===== src/rtl/sec_trim_pkg.sv =====
package sec_trim_pkg;
  typedef enum logic [1:0] {
    TRIM_OFF     = 2'd0,
    TRIM_SWALLOW = 2'd1,
    TRIM_INSERT  = 2'd2
  } trim_mode_e;

  localparam logic [1:0] CODE_SWALLOW = 2'd2;
  localparam logic [1:0] CODE_INSERT  = 2'd3;
endpackage


===== src/rtl/trim_cfg_reg.sv =====
module trim_cfg_reg
  import sec_trim_pkg::*;
#(
  parameter int DATA_W    = 32,
  parameter int MATCH_W   = 19,
  parameter int CODE_LSB  = 19,
  parameter int ARM_POS   = 23
) (
  input  logic               clk_i,
  input  logic               rst_ni,
  input  logic               wr_i,
  input  logic [DATA_W-1:0]  data_i,
  output logic [MATCH_W-1:0] match_o,
  output trim_mode_e         mode_o
);
  logic [MATCH_W-1:0] match_q;
  logic [1:0]         code_q;
  logic               arm_q;

  always_ff @(posedge clk_i or negedge rst_ni) begin
    if (!rst_ni) begin
      match_q <= '0;
      code_q  <= '0;
      arm_q   <= 1'b0;
    end else if (wr_i) begin
      match_q <= data_i[MATCH_W-1:0];
      code_q  <= data_i[CODE_LSB +: 2];
      arm_q   <= data_i[ARM_POS];
    end
  end

  // codes 0 and 1 are inert
  always_comb begin
    mode_o = TRIM_OFF;
    if (arm_q) begin
      unique case (code_q)
        CODE_SWALLOW: mode_o = TRIM_SWALLOW;
        CODE_INSERT:  mode_o = TRIM_INSERT;
        default:      mode_o = TRIM_OFF;
      endcase
    end
  end

  assign match_o = match_q;
endmodule


===== src/rtl/trim_interval.sv =====
module trim_interval #(
  parameter int MATCH_W = 19
) (
  input  logic               clk_i,
  input  logic               rst_ni,
  input  logic               clr_i,
  input  logic               pulse_i,
  input  logic [MATCH_W-1:0] match_i,
  output logic               wrap_o
);
  logic [MATCH_W-1:0] cnt_q;

  assign wrap_o = pulse_i && !clr_i && (cnt_q == match_i);

  always_ff @(posedge clk_i or negedge rst_ni) begin
    if (!rst_ni)       cnt_q <= '0;
    else if (clr_i)    cnt_q <= '0;
    else if (pulse_i)  cnt_q <= wrap_o ? '0 : cnt_q + 1'b1;
  end
endmodule


===== src/rtl/trim_step.sv =====
module trim_step
  import sec_trim_pkg::*;
(
  input  logic       clk_i,
  input  logic       rst_ni,
  input  logic       pulse_i,
  input  logic       wrap_i,
  input  trim_mode_e mode_i,
  output logic       tick_o,
  output logic [1:0] step_o,
  output logic       insert_o,
  output logic       swallow_o
);
  logic       do_ins, do_swl;
  logic [1:0] step_d;

  assign do_ins = pulse_i && wrap_i && (mode_i == TRIM_INSERT);
  assign do_swl = pulse_i && wrap_i && (mode_i == TRIM_SWALLOW);

  always_comb begin
    step_d = '0;
    if (pulse_i) step_d = do_ins ? 2'd2 : (do_swl ? 2'd0 : 2'd1);
  end

  always_ff @(posedge clk_i or negedge rst_ni) begin
    if (!rst_ni) begin
      tick_o    <= 1'b0;
      step_o    <= '0;
      insert_o  <= 1'b0;
      swallow_o <= 1'b0;
    end else begin
      tick_o    <= pulse_i;
      step_o    <= step_d;
      insert_o  <= do_ins;
      swallow_o <= do_swl;
    end
  end
endmodule


===== src/rtl/sec_trimmer.sv =====
module sec_trimmer
  import sec_trim_pkg::*;
#(
  parameter int DATA_W  = 32,
  parameter int MATCH_W = 19,
  parameter int ARM_POS = 23
) (
  input  logic              clk_i,
  input  logic              rst_ni,
  input  logic              pulse_i,
  input  logic              cfg_wr_i,
  input  logic [DATA_W-1:0] cfg_data_i,
  output logic              tick_o,
  output logic [1:0]        step_o,
  output logic              insert_o,
  output logic              swallow_o
);
  localparam int CODE_LSB = MATCH_W;

  logic [MATCH_W-1:0] match;
  trim_mode_e         mode;
  logic               wrap;

  trim_cfg_reg #(
    .DATA_W  (DATA_W),
    .MATCH_W (MATCH_W),
    .CODE_LSB(CODE_LSB),
    .ARM_POS (ARM_POS)
  ) u_cfg (
    .clk_i  (clk_i),
    .rst_ni (rst_ni),
    .wr_i   (cfg_wr_i),
    .data_i (cfg_data_i),
    .match_o(match),
    .mode_o (mode)
  );

  trim_interval #(.MATCH_W(MATCH_W)) u_int (
    .clk_i  (clk_i),
    .rst_ni (rst_ni),
    .clr_i  (cfg_wr_i),
    .pulse_i(pulse_i),
    .match_i(match),
    .wrap_o (wrap)
  );

  trim_step u_step (
    .clk_i    (clk_i),
    .rst_ni   (rst_ni),
    .pulse_i  (pulse_i),
    .wrap_i   (wrap),
    .mode_i   (mode),
    .tick_o   (tick_o),
    .step_o   (step_o),
    .insert_o (insert_o),
    .swallow_o(swallow_o)
  );
endmodule


===== config.mk =====
export PLATFORM = sky130hd
export DESIGN_NAME = sec_trimmer
export DESIGN_NICKNAME = d
export VERILOG_FILES = /design/src/rtl/sec_trim_pkg.sv /design/src/rtl/trim_cfg_reg.sv /design/src/rtl/trim_interval.sv /design/src/rtl/trim_step.sv /design/src/rtl/sec_trimmer.sv
export SDC_FILE = /design/constraint.sdc
export NUM_CORES = 1
export LEC_CHECK = 0
export BUFFER_PORTS_ARGS = -buffer_cell sky130_fd_sc_hd__buf_2
export CORE_UTILIZATION = 43
export DETAILED_ROUTE_END_ITERATION = 8
export SLEW_MARGIN = 20
export SYNTH_ARGS = -nofsm -noshare
export SYNTH_HDL_FRONTEND = slang
export SYNTH_SLANG_ARGS = --single-unit

===== constraint.sdc =====
create_clock -name clk_i -period 3.3 [get_ports clk_i]
set_input_delay 0.495 -clock clk_i [delete_from_list [all_inputs] [get_ports clk_i]]
set_output_delay 0.495 -clock clk_i [all_outputs]
set_load 0.005 [all_outputs]

==> flow_metrics.env <==
export IMPL_clk_pin_slew_ns=0.08
export IMPL_hold_ws_ns=0.192
export IMPL_nFillCells=489
export IMPL_grt_max_degree=47
export IMPL_die_height_um=76.4
export IMPL_synth_edf_count=0
export IMPL_area_delta_synth_final_pct=9.74
export IMPL_synth_main_ff_cell="dfrtp_1"
export IMPL_wl_um=4410
export IMPL_cp_max_fo=23
export IMPL_drc=0
export IMPL_drtAntennaViolNets=0
export IMPL_ff2ff_setup_slack_ns=1.21
export IMPL_worstMarginPinSlew_ns=0.858
export IMPL_relSlewSlack_pct=42.8
export IMPL_finalSetupViolCount=0
export IMPL_cts_buffers=5
export IMPL_clock_sinks=46
export IMPL_drv_slew=0
export IMPL_final_common_cell="dfrtp_1"
export IMPL_layout_setup_ws_ns=1.21
export IMPL_worstSkewPairLatency_ns=0.30
export IMPL_antenna_found_initial=0
export IMPL_synth_warnings=0
export IMPL_grt_setup_unrepaired="false"
export IMPL_cts_tree="yes"
export IMPL_grt_pass1_wl_um=7420
export IMPL_via_per_inst=5.24
export IMPL_start_util_pct=45.7
export IMPL_drive_gt1_share_pct=27.8
export IMPL_syn_avg_cell_area_um2=11.1
export IMPL_netlist_instances=214
export IMPL_root_buffer="clkbuf_8"
export IMPL_synth_area_um2=2380
export IMPL_postCtsSetupBuffers=0
export IMPL_wire_per_inst_um=14.5
export IMPL_design_core_area_um2=5200
export IMPL_first_pass_iters=4
export IMPL_gp_congestion=0.775
export IMPL_nNetsFinal=271
export IMPL_rr_endpoint="u_int.cnt_q[11]"
export IMPL_power_density_nw_per_um2=398
export IMPL_leakagePower_nw=1.14
export IMPL_finClkSkew_ns=0.0109
export IMPL_worstSetupEndpointType="register"
export IMPL_r2r_cells=6
export IMPL_first_global_vias=1432
export IMPL_boundaryPins=41
export IMPL_rows=26
export IMPL_instances_no_fill=304
export IMPL_max_clock_path_buffers=2
export IMPL_yosysUniqueCellTypes=32
export IMPL_setup_worst_path_start="u_int.cnt_q[4]"
export IMPL_cts_repair_resized=0
export IMPL_dp_cells=297
export IMPL_grt_use_total_pct=16.4
export IMPL_insertedDiodeCount=0
export IMPL_vias=1594
export IMPL_rr_startpoint="u_int.cnt_q[4]"
export IMPL_hp_class="primary input to async pin"
export IMPL_async_flop_share_pct=100
export IMPL_syn_num_nets=251
export IMPL_synth_seq_cells=46
export IMPL_start_kind="register"
export IMPL_setup_tns_ns=0
export IMPL_hpwl_um=2910
export IMPL_crit_type="register to register"
export IMPL_drtIter0Drc=95
export IMPL_die_area_um2=5830
export IMPL_fin_crit_ns=2.09
export IMPL_h_tree_depth=2
export IMPL_postCtsHoldBufs=0
export IMPL_fmax_ghz=0.479
export IMPL_hold_viol=0
export IMPL_maxCapViolations=0
export IMPL_grt_overflow=0
export IMPL_final_cell_mix="dfrtp_1, buf_2, xor2_1, mux2_2, nor2_1"
export IMPL_place_ws_ns=1.23
export IMPL_status="complete, no violations"
export IMPL_crit_required_ns=3.42
export IMPL_crit_arrival_ns=2.21
export IMPL_io_buffers=30
export IMPL_cp_endpoint="u_int.cnt_q[11]"
export IMPL_seq_area_frac_synth_pct=48.4
export IMPL_dieWidth_um=76.4
export IMPL_finalCritPeriodShare_pct=63.3
export IMPL_peakVddDrop_mv=0.236
## registers in the layout, summed over array words and instances (netlist names)
register,cells
u_int.cnt_q,19
u_step.swallow_o,1
u_step.step_o,2
u_step.tick_o,1
u_step.insert_o,1
u_cfg.code_q,2
u_cfg.match_o,19
u_cfg.arm_q,1
## layer usage
metal  vias to the layer above  track usage (%)  wire length [um]
met3                         5             3.83               127
met5                         -                0                 0
met2                        26             24.0              1980
li1                        811                -                 -
met4                         0             5.19                59
met1                       752             23.8              2250
## how the worst min path moves through the flow
stage | from | end | cells past startpoint
floorplan | rst_ni | u_cfg.arm_q | 0
global placement | u_cfg.code_q[1] | u_cfg.code_q[1] | 1
detailed placement | u_cfg.code_q[1] | u_cfg.code_q[1] | 1
CTS | rst_ni | u_int.cnt_q[4] | 1
global route | rst_ni | u_int.cnt_q[3] | 1
finish | rst_ni | u_cfg.match_o[4] | 1
## cell usage after synthesis, drive strengths merged, types with 7 or more instances
cell type  count  share of area [%]
mux2i          7                2.9
nor4           8                3.3
xor2          22                8.1
nand2         12                1.9
and3           7                1.8
nor2          14                2.2
clkbuf        11                1.7
nand3         12                2.5
o21ai          7                1.5
dfrtp         46                 48
mux2          22                 10
buf            8                2.5
a2111oi       12                4.9
## power by group
group          internal, W  leakage [nW]  switching (W)  total, W
Clock             0.000146        0.0383       0.000172  0.000318
Sequential        0.000593         0.587      0.0000204  0.000614
Combinational    0.0000528         0.515      0.0000526  0.000105
Total             0.000792          1.14       0.000245   0.00104
## cell families (layout without fill, tap and decap cells)
kind of cell,count (synthesis),count (layout),synth area share (%)
and+or+nand+nor,67,67,15.8
muxes,29,29,13.4
adders and majority gates,1,1,0.526
buffers and inverters,21,41,4.53
DFF,46,46,48.4
xor gates and xnor gates,23,23,8.47
AOI/OAI and AO/OA,27,27,8.84
## through the flow
step                area, um2  total power, W  util (%)
floorplan                2380        0.000693         -
global placement         2530        0.000731      48.6
detailed placement       2530        0.000733      48.6
CTS                      2610         0.00105      50.1
global route             2610         0.00109      50.1
finish                   2610         0.00104      50.1
## critical path: stages, from the launching register on
cell       delay [ns]
dfrtp_1          0.47
xor2_1           0.18
nor4_1           0.46
nand4_1          0.21
nor4_4           0.15
buf_4            0.29
a2111oi_0        0.15
## layout make-up
type	instances	area (um2)	share of cell area (%)
inverters	2	7.51	0.288
clock buffers	7	76.3	2.93
well taps	70	87.6	3.36
repair buffers	32	168	6.43
flip-flops and latches	46	1150	44.1
multi-input cells	147	1120	42.9
Note: power is estimated with default switching activity, not from simulation.
